## src/rtl/alarm_link_pkg.sv

```systemverilog
package alarm_link_pkg;

    typedef enum logic [1:0] {
        DUMP_IDLE = 2'd0,
        DUMP_ARM  = 2'd1,
        DUMP_ON   = 2'd2
    } dump_st_e;

    typedef struct packed {
        dump_st_e st;
        logic     sink;
    } dump_reg_s;

    typedef struct packed {
        logic drive;
        logic inhibit;
    } role_reg_s;

endpackage

```

## src/rtl/link_filter.sv

```systemverilog
module link_filter #(
    parameter int FILT_CYCLES = 100
) (
    input  logic clk,
    input  logic rst_n,
    input  logic line_in,
    input  logic block,
    output logic remote
);
    localparam int CW = (FILT_CYCLES > 1) ? $clog2(FILT_CYCLES) : 1;
    localparam logic [CW-1:0] LAST = CW'(FILT_CYCLES - 1);

    typedef struct packed {
        logic [CW-1:0] cnt;
        logic          hit;
    } filt_reg_s;

    filt_reg_s cur_q, nxt_d;

    always_comb begin
        nxt_d = cur_q;
        if (block || !line_in) begin
            nxt_d.cnt = '0;
            nxt_d.hit = 1'b0;
        end else if (!cur_q.hit) begin
            if (cur_q.cnt == LAST) begin
                nxt_d.hit = 1'b1;
            end else begin
                nxt_d.cnt = cur_q.cnt + 1'b1;
            end
        end
    end

    always_ff @(posedge clk) begin
        if (!rst_n) begin
            cur_q <= '0;
        end else begin
            cur_q <= nxt_d;
        end
    end

    assign remote = cur_q.hit;
endmodule

```

## src/rtl/dump_pulse.sv

```systemverilog
module dump_pulse
    import alarm_link_pkg::*;
(
    input  logic clk,
    input  logic rst_n,
    input  logic local_alarm,
    input  logic drive_q,
    input  logic slow_tick,
    output logic sink
);
    dump_reg_s cur_q, nxt_d;

    always_comb begin
        nxt_d = cur_q;
        if (local_alarm) begin
            nxt_d.st = DUMP_IDLE;
        end else begin
            unique case (cur_q.st)
                DUMP_IDLE: if (drive_q)   nxt_d.st = DUMP_ARM;
                DUMP_ARM:  if (slow_tick) nxt_d.st = DUMP_ON;
                DUMP_ON:   if (slow_tick) nxt_d.st = DUMP_IDLE;
                default:                  nxt_d.st = DUMP_IDLE;
            endcase
        end
        nxt_d.sink = (nxt_d.st == DUMP_ON);
    end

    always_ff @(posedge clk) begin
        if (!rst_n) begin
            cur_q <= '{st: DUMP_IDLE, sink: 1'b0};
        end else begin
            cur_q <= nxt_d;
        end
    end

    assign sink = cur_q.sink;
endmodule

```

## src/rtl/role_ctrl.sv

```systemverilog
module role_ctrl
    import alarm_link_pkg::*;
(
    input  logic clk,
    input  logic rst_n,
    input  logic local_alarm,
    input  logic remote,
    output logic drive,
    output logic inhibit
);
    role_reg_s cur_q, nxt_d;

    always_comb begin
        nxt_d         = cur_q;
        nxt_d.drive   = local_alarm;
        nxt_d.inhibit = remote && !local_alarm;
    end

    always_ff @(posedge clk) begin
        if (!rst_n) begin
            cur_q <= '0;
        end else begin
            cur_q <= nxt_d;
        end
    end

    assign drive   = cur_q.drive;
    assign inhibit = cur_q.inhibit;
endmodule

```

## src/rtl/alarm_link_ctrl.sv

```systemverilog
module alarm_link_ctrl #(
    parameter int FILT_CYCLES = 100
) (
    input  logic clk,
    input  logic rst_n,
    input  logic slow_tick,
    input  logic local_alarm,
    input  logic line_in,
    output logic drive_en,
    output logic sink_en,
    output logic remote_alarm,
    output logic led_inhibit
);
    logic drive_w;
    logic remote_w;
    logic block_w;

    // own drive masks the line input
    assign block_w = local_alarm || drive_w;

    link_filter #(
        .FILT_CYCLES(FILT_CYCLES)
    ) u_filter (
        .clk    (clk),
        .rst_n  (rst_n),
        .line_in(line_in),
        .block  (block_w),
        .remote (remote_w)
    );

    role_ctrl u_role (
        .clk        (clk),
        .rst_n      (rst_n),
        .local_alarm(local_alarm),
        .remote     (remote_w),
        .drive      (drive_w),
        .inhibit    (led_inhibit)
    );

    dump_pulse u_dump (
        .clk        (clk),
        .rst_n      (rst_n),
        .local_alarm(local_alarm),
        .drive_q    (drive_w),
        .slow_tick  (slow_tick),
        .sink       (sink_en)
    );

    assign drive_en     = drive_w;
    assign remote_alarm = remote_w;
endmodule

```

## config.mk

```make
export PLATFORM = sky130hd
export DESIGN_NAME = alarm_link_ctrl
export DESIGN_NICKNAME = d
export VERILOG_FILES = /design/src/rtl/alarm_link_pkg.sv /design/src/rtl/link_filter.sv /design/src/rtl/dump_pulse.sv /design/src/rtl/role_ctrl.sv /design/src/rtl/alarm_link_ctrl.sv
export SDC_FILE = /design/constraint.sdc
export NUM_CORES = 1
export LEC_CHECK = 0
export BUFFER_PORTS_ARGS = -buffer_cell sky130_fd_sc_hd__buf_2
export CELL_PAD_IN_SITES_DETAIL_PLACEMENT = 1
export CELL_PAD_IN_SITES_GLOBAL_PLACEMENT = 1
export CORE_UTILIZATION = 38
export DETAILED_ROUTE_END_ITERATION = 8
export GPL_ROUTABILITY_DRIVEN = 0
export GPL_TIMING_DRIVEN = 0
export PLACE_DENSITY = 0.77
export SLEW_MARGIN = 10
export SYNTH_ARGS = -nofsm -noshare
export SYNTH_HDL_FRONTEND = slang
export SYNTH_SLANG_ARGS = --single-unit
export TNS_END_PERCENT = 5
```

## constraint.sdc

```tcl
create_clock -name clk -period 2 [get_ports clk]
set_clock_uncertainty 0.2 [all_clocks]
set_input_delay 0.1 -clock clk [delete_from_list [all_inputs] [get_ports clk]]
set_output_delay 0.1 -clock clk [all_outputs]
set_load 0.01 [all_outputs]
```

==> summary.md, run 1 <==
| Metric | Value |
|---|---|
| FMAX | `~640 MHz` |
| Net Count, Synth | `slightly above 60` |
| Num CTS Buffers | `3` |
| Clk pin slew, worst setup/hold paths | `around 80 ps` |
| CORE AREA | `between 0.001 and 0.0015 mm²` |
| Reg2reg start | `u_filter.cur_q[1]` |
| CP Launch Type | `primary input` |
| Via count | `about 440` |
| Area Growth Syn to Fin | `23.09%` |
| Final net count | `79` |
| CP Cell Sequence | `dlygate4sd3_1, buf_2, and2_2, dlygate4sd3_1` |
| Critical Path AT | `between 1500 and 2000 ps` |
| First-pass GRT wire length | `1669 µm` |
| Post-Syn Area | `~540 µm²` |
| Boundary pin count | `9` |
| HPWL Detailed | `725 µm` |
| Crit Path Max Fanout | `3` |
| Final hold violations | `0` |
| Asr flop ratio synth | `0%` |
| VDD IR-drop max | `about 350 µV` |
| Gate Count Post-Synth | `56` |
| Htree depth | `1` |
| EDFF count, synth | `0` |
| Number of global-route vias before repair | `between 300 and 400` |
| Top_reg_cell synth | `dfxtp_1` |
| Most frequent CP cell | `dlygate4sd3_1` |
| GRT overflow | `0` |
| WL final | `between 1000 and 1500 µm` |
| Yosys top cell area share | `roughly 48%` |
| Status | `completed` |
| WL/cell | `12.23 µm` |
| Fin util | `approximately half` |
| Post-DR vias/cell | `just over 5` |
| Post-route DRC | `0` |
| Post-synthesis sequential area ratio | `48.04%` |
| Area of the multi-input gates | `between 200 and 300 µm²` |
| Mean Syn Cell Area | `approximately 9.7 µm²` |
| CP Capture Type | `register` |
| GRT Total Usage | `17.10%` |
| Synth warn | `0` |
| Die Width | `about 40 µm` |
| Pwr Density | `a little under 700 mW/mm²` |
| Die area | `approximately 0.0016 mm²` |
| Slew @ Worst Pin | `between 300 and 400 ps` |
| Antenna diodes | `0` |
| Clock Tree Root | `clkbuf_4` |
| CP delay by family, top | `buffers and inverters` |
| Final setup fails | `0` |
| Crit path buf inv count | `3` |
| Post-layout min period | `1564 ps` |
| Hold WC Path Type | `primary input to register` |
| Post-layout instance area | `666.9 µm²` |
| Top-count cell post-synth | `dfxtp_1` |
| Synth top area cells | `dfxtp_1, mux2i_1, a21oi_1` |
| RSZ-0062 raised after global routing | `false` |
| Storage cell area | `260.3 µm²` |
| CP startpoint | `rst_n` |
| CTS tree | `built` |
| Largest net degree at the start of global routing | `8` |
| Fillers | `about 150` |
| Post-CTS Setup Bufs | `0` |
| Post-synth top area cell | `dfxtp_1` |
| DRT antenna net count | `0` |
| Critical hold path startpoint | `line_in` |
| Slew Limit Fails | `0` |
| PostCTS Resize Cnt | `0` |
| Worst path required time | `just under 2000 ps` |
| PnR Total Power | `between 400 and 500 µW` |
| Worst Setup Slack, final | `436.1 ps` |
| Die Y-Extent | `a little under 40 µm` |
| Clk buf depth | `2` |
| Clock sink total | `13` |
| Number of DRC markers in iteration 0 | `3` |
| Slew HR | `between 70% and 80%` |
| Post-place setup slack | `471.1 ps` |
| Crit path largest cell delay | `about 560 ps` |
| Initial antenna violation count | `0` |
| Crit Path Category | `primary input to register` |
| Leakage | `0.0002610 µW` |
| Most frequent cells after synthesis | `dfxtp_1, nand2_1, a21oi_1, nor2_1` |
| Setup TNS | `0 ps` |
| Cell Area, Placed | `roughly 600 µm²` |
| Worst-skew pair later-pin latency | `~270 ps` |
| DR pass1 iterations | `4` |
| # port buffers | `8` |
| Fraction of layout cells with a size suffix above 1 | `between 20% and 30%` |
| Crit path max-delay cell type | `dlygate4sd3_1` |
| Synth unique cells | `22` |
| Std-Cell Rows | `13` |
| Maxcap violations | `0` |
| Initial Util | `around two fifths` |
| Yosys reg bits | `13` |
| Tcrit/Tclk final | `about 80%` |
==> final cells by class <==
| type | count | area share, % |
|---|---|---|
| well taps | 15 | 2.814 |
| repair buffers | 12 | 12.01 |
| clock buffers | 4 | 3.940 |
| plain buffers | 1 | 0.7505 |
| inverters | 3 | 1.689 |
| multi-input cells | 39 | 39.77 |
| flip-flops and latches | 13 | 39.02 |
==> cells by family after synthesis <==
kind of cell	after synthesis	share of synthesized area [%]
XOR/XNOR	2	3.234
buffers and inverters	4	3.001
AND/OR/NAND/NOR	23	27.25
flip-flops	13	48.04
multiplexers	3	5.543
AO/OA/AOI/OAI	10	10.62
adder cells (fa/ha/maj)	1	2.309
==> final timing paths <==
| path | to | slack (ps) | depth (start not counted) |
|---|---|---|---|
| hold / removal | u_filter.cur_q[7] | 120 | 4 |
| setup reg to reg | u_filter.cur_q[7] | 460 | 4 |
| setup / recovery | u_role.drive | 440 | 4 |
| hold reg to reg | u_dump.cur_q[1] | 260 | 1 |
==> stage by stage <==
stage                     std cells  hold slack [ps]
final                            87            121.1
after global routing             87            132.9
after CTS                        87            116.8
after detailed placement         79            148.4
after global placement           79            143.8
after floorplan                  56            36.16
==> tightest hold or removal path, delay by kind of cell <==
| kind | cells | cell delay (ps) |
|---|---|---|
| buffers and inverters | 2 | 250 |
| AO/OA/AOI/OAI | 1 | 50 |
| AND/OR/NAND/NOR | 1 | 140 |
==> cells in the final DEF, fill, tap and decap left out, drive strengths merged, types with 2 or more instances in the layout <==
cell type     n
a21oi         5
buf           9
clkbuf        4
dfxtp        13
dlygate4sd3   4
inv           3
mux2i         3
nand2         6
nand2b        2
nand4b        2
nor2          5
o21ai         3
or3           2
xor2          2
==> state kept, by name (all words and copies together), names as in the netlist <==
| name | count |
|---|---|
| u_dump.cur_q | 2 |
| u_dump.sink | 1 |
| u_filter.cur_q | 7 |
| u_filter.remote | 1 |
| u_role.drive | 1 |
| u_role.inhibit | 1 |
==> routing by layer <==
layer	vias to the layer above	part of all wire (%)	GRT usage [%]
met5	-	0	0
met4	0	1.2	10.34
met3	2	2.7	6.818
met2	6	51	29.51
met1	201	45	16.78
li1	230	-	-
==> power by group <==
group / internal (µW) / leakage [µW] / switching (µW)
clock network: 77.1 / 0.0000150 / 83.5
logic: 15.6 / 0.000141 / 11.3
registers: 262 / 0.000105 / 2.45
total: 354 / 0.000261 / 97.2
==> repair_timing <==
item / CTS / global route
hold endpoints to repair: 5 / 0
setup endpoints to repair: 0 / 0
hold buffers: 4 / 0
Power figures use the tool's default switching activity.
==> inputs of run 2 (changes only) <==
--- a/config.mk
+++ b/config.mk
@@ -8,11 +8,11 @@
 export BUFFER_PORTS_ARGS = -buffer_cell sky130_fd_sc_hd__buf_2
 export CELL_PAD_IN_SITES_DETAIL_PLACEMENT = 1
 export CELL_PAD_IN_SITES_GLOBAL_PLACEMENT = 1
-export CORE_UTILIZATION = 38
+export CORE_UTILIZATION = 35
 export DETAILED_ROUTE_END_ITERATION = 8
 export GPL_ROUTABILITY_DRIVEN = 0
 export GPL_TIMING_DRIVEN = 0
-export PLACE_DENSITY = 0.77
+export PLACE_DENSITY = 0.75
 export SLEW_MARGIN = 10
 export SYNTH_ARGS = -nofsm -noshare
 export SYNTH_HDL_FRONTEND = slang
==> constraint.sdc (replaced) <==
create_clock -name clk -period 1.35 [get_ports clk]
set_clock_uncertainty 0.2 [all_clocks]
set_input_delay 0.0675 -clock clk [delete_from_list [all_inputs] [get_ports clk]]
set_output_delay 0.0675 -clock clk [all_outputs]
set_load 0.01 [all_outputs]
==> run 2 against run 1 <==
Combinational power up 40%. Clock-buffer cell count stayed put. Total power increased by 52%. Sequential share of layout area down 1.8 points. Cell area up 10%. Wire length grew 14%. Sequential power rose by 47%. Via count rose by 2.3%. Clock power increased by 60%. Global-route usage grew 1.1 points. Sequential cell count is the same. Utilization is 3.2 points higher. Critical path type is now register to register. Largest cell class unchanged.
==> summary.md, run 2 (synthesis results as in run 1) <==
| Metric | Value |
|---|---|
| Status | `completed` |
| Maxcap violations | `0` |
| Setup TNS | `0 ps` |
| Largest registers | `u_filter.cur_q: 7 flops, u_dump.cur_q: 2 flops` |
| Worst path required time | `~1400 ps` |
| CP startpoint | `u_filter.cur_q[5]` |
| Die Width | `41.35 µm` |
| Crit Path Max Fanout | `4` |
| Post-route DRC | `0` |
| Slew HR | `81.04%` |
| Htree depth | `1` |
| Non-filler cells, final | `89` |
| Most frequent cells in the layout | `buf_2, nand2_1, dfxtp_1, nor2_1, dfxtp_2` |
| Largest register FFs | `7` |
| Post-layout min period | `about 1300 ps` |
| Reg2reg start | `u_filter.cur_q[5]` |
| Clk buf depth | `2` |
| Die Y-Extent | `around 41 µm` |
| RSZ-0062 raised after global routing | `true` |
| Clock sink total | `13` |
| Initial antenna violation count | `0` |
| Fillers | `161` |
| Final hold violations | `0` |
| Number of DRC markers in iteration 0 | `6` |
| Final setup fails | `0` |
| CORE AREA | `~0.0014 mm²` |
| Std-Cell Rows | `13` |
| Storage cell area | `274.0 µm²` |
| Antenna diodes | `0` |
| DRT antenna net count | `0` |
| First-pass GRT wire length | `approximately 1900 µm` |
| Hold WC Path Type | `primary input to register` |
| Die area | `between 0.0015 and 0.002 mm²` |
| Clk pin slew, worst setup/hold paths | `90 ps` |
| Tcrit/Tclk final | `99.66%` |
| # port buffers | `8` |
| Initial Util | `between 30% and 40%` |
| GRT overflow | `0` |
| CP Capture Type | `register` |
| HPWL Detailed | `approximately 740 µm` |
| Top reg by flops | `u_filter.cur_q` |
| Clock Tree Root | `clkbuf_4` |
| Placed Cells | `79` |
| Worst-skew pair later-pin latency | `290 ps` |
| Pwr Density | `roughly 930 mW/mm²` |
| Slew Limit Fails | `0` |
| Critical hold path startpoint | `local_alarm` |
| Boundary pin count | `9` |
| DR pass1 iterations | `4` |
| Area Growth Syn to Fin | `35.80%` |
| Largest net degree at the start of global routing | `8` |
| CTS tree | `built` |
| Leakage | `between 0.0002 and 0.0003 µW` |
| Slew @ Worst Pin | `281.5 ps` |
| Num CTS Buffers | `3` |
| WL/cell | `between 10 and 15 µm` |
| GRT Total Usage | `a little under a fifth` |
| Critical Path AT | `around 1400 ps` |
| Post-DR vias/cell | `between 5 and 6` |
| Area of the multi-input gates | `307.8 µm²` |
| Via count | `roughly 450` |
| Commonest non-fill, non-tap cell in the layout | `buf_2` |
| FMAX | `743.3 MHz` |
| Final net count | `around 80` |
| Number of global-route vias before repair | `between 400 and 500` |
| WL final | `roughly 1200 µm` |
| Fraction of layout cells with a size suffix above 1 | `43.24%` |
| VDD IR-drop max | `607.0 µV` |
| CP Launch Type | `register` |
| Crit Path Category | `register to register` |
==> run 2: routing by layer <==
layer | global-route usage [%] | share of wire (%) | vias to the layer above
met2 | 31.64 | 52 | 8
met5 | 0 | 0 | -
li1 | - | - | 232
met1 | 20.06 | 43 | 207
met4 | 7.258 | 1.6 | 0
met3 | 6.383 | 3.3 | 2
==> run 2: worst paths after layout <==
path                        to  slack [ps]  cells after the start
max          u_filter.cur_q[3]           5                      3
min          u_filter.cur_q[1]          70                      4
min reg2reg    u_dump.cur_q[1]         260                      1
max reg2reg  u_filter.cur_q[3]           5                      3
==> run 2: repair_timing <==
item	in CTS	in global routing
resized for setup	6	11
endpoints found under the hold margin	5	0
setup buffers	2	1
pin swaps	0	4
hold buffers	3	0
setup endpoints to repair	5	6
==> run 2: area by class of cell <==
class | count | area share [%]
well taps | 15 | 2.551
flip-flops and latches | 13 | 37.24
plain buffers | 1 | 0.6803
inverters | 3 | 1.531
multi-input cells | 39 | 41.84
clock buffers | 4 | 3.571
repair buffers | 14 | 12.59
==> run 2: through the flow <==
stage	total power, µW	area (µm²)	hold slack [ps]	setup WS [ps]	util, %
finish	684.2	735.7	67.50	4.570	53.85
detailed placement	430.8	604.3	114.7	-102.9	44.23
global route	713.2	735.7	85.41	-52.09	53.85
global placement	429.5	604.3	109.6	-66.11	44.23
floorplan	417.0	545.5	3.664	4.619	-
CTS	685.7	704.4	80.74	8.923	51.56
==> run 2: critical path, stage by stage (launching register included) <==
cell,delay [ps]
dfxtp_2,400
nor4b_4,70
a2111o_1,440
a21oi_2,170
==> run 2: where the power goes <==
part / leakage [µW] / switching (µW) / internal, µW / total, µW
logic: 0.000149 / 16.0 / 21.6 / 37.6
clock network: 0.0000150 / 143 / 115 / 258
registers: 0.000109 / 4.00 / 384 / 388
total: 0.000273 / 163 / 521 / 684
==> inputs of run 3 (changes only) <==
--- a/config.mk
+++ b/config.mk
@@ -5,7 +5,7 @@
 export SDC_FILE = /design/constraint.sdc
 export NUM_CORES = 1
 export LEC_CHECK = 0
-export BUFFER_PORTS_ARGS = -buffer_cell sky130_fd_sc_hd__buf_2
+export BUFFER_PORTS_ARGS = -buffer_cell sky130_fd_sc_hd__clkbuf_2
 export CELL_PAD_IN_SITES_DETAIL_PLACEMENT = 1
 export CELL_PAD_IN_SITES_GLOBAL_PLACEMENT = 1
 export CORE_UTILIZATION = 35
==> constraint.sdc (replaced) <==
create_clock -name clk -period 1.35 [get_ports clk]
set_clock_uncertainty 0.2 [all_clocks]
set_input_delay 0.27 -clock clk [delete_from_list [all_inputs] [get_ports clk]]
set_output_delay 0.27 -clock clk [all_outputs]
set_load 0.01 [all_outputs]
==> run 3 against run 2 <==
Combinational power fell by 15%. Worst hold slack got worse by 38 ps. First-iteration DRC count fell by 33%. Fmax rose by 0.69%. Setup slack improved by 9.2 ps. Final cell count fell by 1.1%. Global-route usage fell by 0.44 points. Critical path depth did not move. Critical path type unchanged. Register-to-register slack barely moved. Clock power fell by 6%. Sequential share of layout area rose by 1.3 points.
==> summary.md, run 3 (synthesis results as in run 1) <==
| Metric | Value |
|---|---|
| GRT Total Usage | `between 10% and 20%` |
| Antenna diodes | `0` |
| Largest net degree at the start of global routing | `8` |
| Final net count | `80` |
| Critical Path AT | `~1400 ps` |
| Area Growth Syn to Fin | `32.33%` |
| Die area | `0.001709 mm²` |
| First-pass GRT wire length | `1807 µm` |
| Tcrit/Tclk final | `98.98%` |
| Die Y-Extent | `~41 µm` |
| Die Width | `roughly 41 µm` |
| CP Launch Type | `register` |
| Fraction of layout cells with a size suffix above 1 | `approximately 44%` |
| FMAX | `748.4 MHz` |
| DRT antenna net count | `0` |
| WL/cell | `approximately 14 µm` |
| Crit Path Category | `register to register` |
| Cell Area, Placed | `604.3 µm²` |
| Fin util | `between 50% and 60%` |
| Final hold slack | `between 20 and 30 ps` |
| CP delay by family, top | `simple AND/OR/NAND/NOR gates` |
| Leakage | `between 0.0002 and 0.0003 µW` |
| Pwr Density | `between 900 and 1000 mW/mm²` |
| Clock sink total | `13` |
| Post-route DRC | `0` |
| CTS Hold Buffers Added | `0` |
| Top reg by flops | `u_filter.cur_q` |
| Htree depth | `1` |
| Hold WC Path Type | `primary input to register` |
| HPWL Detailed | `796.5 µm` |
| Number of DRC markers in iteration 0 | `4` |
| Largest registers | `u_filter.cur_q: 7 flops, u_dump.cur_q: 2 flops` |
| Initial antenna violation count | `0` |
| Clk pin slew, worst setup/hold paths | `~80 ps` |
| Worst Setup Slack, final | `around 14 ps` |
| Post-place setup slack | `-142.5 ps` |
| CORE AREA | `0.001366 mm²` |
| Number of global-route vias before repair | `approximately 430` |
| Slew Limit Fails | `0` |
| Post-DR vias/cell | `between 5 and 6` |
| Largest register FFs | `7` |
| Clock Tree Root | `clkbuf_4` |
| Slew @ Worst Pin | `~260 ps` |
| Via count | `~450` |
| Post-layout instance area | `between 700 and 800 µm²` |
| Maxcap violations | `0` |
| Crit path buf inv count | `0` |
| Crit path largest cell delay | `370 ps` |
| # port buffers | `8` |
| Post-layout min period | `1336 ps` |
| Final hold violations | `0` |
| Commonest non-fill, non-tap cell in the layout | `clkbuf_2` |
| Worst path required time | `about 1400 ps` |
| GRT overflow | `0` |
| Std-Cell Rows | `13` |
| RSZ-0062 raised after global routing | `true` |
| Initial Util | `39.65%` |
| VDD IR-drop max | `586.2 µV` |
| Status | `completed` |
| Crit path max-delay cell type | `dfxtp_4` |
| Worst-skew pair later-pin latency | `280 ps` |
| DR pass1 iterations | `2` |
| Clk buf depth | `2` |
| Num CTS Buffers | `3` |
| Boundary pin count | `9` |
| Slew HR | `slightly above 80%` |
| Most frequent cells in the layout | `clkbuf_2, nand2_1, dfxtp_1, nor2_1, buf_4` |
| CTS tree | `built` |
| WL final | `1205 µm` |
| Crit Path Max Fanout | `7` |
| CP Capture Type | `register` |
| CP Cell Sequence | `nand4b_1, or3_4, a21oi_2` |
| Fillers | `between 150 and 200` |
| Final setup fails | `0` |
==> run 3: report_power, final <==
part / internal [µW] / switching, µW / total [µW]
Clock: 115 / 128 / 243
Sequential: 382 / 4.19 / 386
Combinational: 17.2 / 14.9 / 32.1
==> run 3: worst register-to-register path, delay by kind of cell, from the launching register on <==
kind	cells	cell delay [ps]
compound gates	1	110
flops	1	370
simple gates	2	590
==> run 3: repair_timing <==
item	in CTS	in global routing
gates resized for setup	5	11
endpoints found under the setup margin	6	7
buffers inserted	2	3
hold endpoints to repair	0	0
pin swaps	0	6
==> run 3: through the flow <==
step	setup TNS, ps	power (µW)	std cells
global placement	-393.2	429.5	79
global route	-90.68	701.2	88
finish	0	661.2	88
detailed placement	-526.7	430.7	79
CTS	-66.28	677.2	85
floorplan	0	417.0	56
==> run 3: cell type report <==
class	instances	area [µm²]	area share [%]
Buffer	1	5.005	0.6981
Clock buffer	4	26.28	3.665
Inverter	3	11.26	1.571
Multi-Input combinational cell	39	301.5	42.06
Sequential cell	13	276.5	38.57
Tap cell	15	18.77	2.618
Timing Repair Buffer	13	77.57	10.82
==> run 3: path summary, 6_finish.rpt <==
check	slack, ps	cells past startpoint	startpoint	endpoint
setup / recovery	10	3	u_filter.remote	u_filter.cur_q[6]
hold / removal	30	2	local_alarm	u_role.drive
setup reg to reg	10	3	u_filter.remote	u_filter.cur_q[6]
hold reg to reg	270	1	u_dump.cur_q[2]	u_dump.cur_q[1]
==> run 3: per-layer routing <==
| metal | track usage (%) | wire (µm) | share of wire (%) | vias up |
|---|---|---|---|---|
| li1 | - | - | - | 230 |
| met1 | 15.86 | 496 | 41 | 206 |
| met2 | 31.64 | 636 | 53 | 8 |
| met3 | 6.383 | 34 | 2.8 | 4 |
| met4 | 14.52 | 38 | 3.2 | 0 |
| met5 | 0 | 0 | 0 | - |
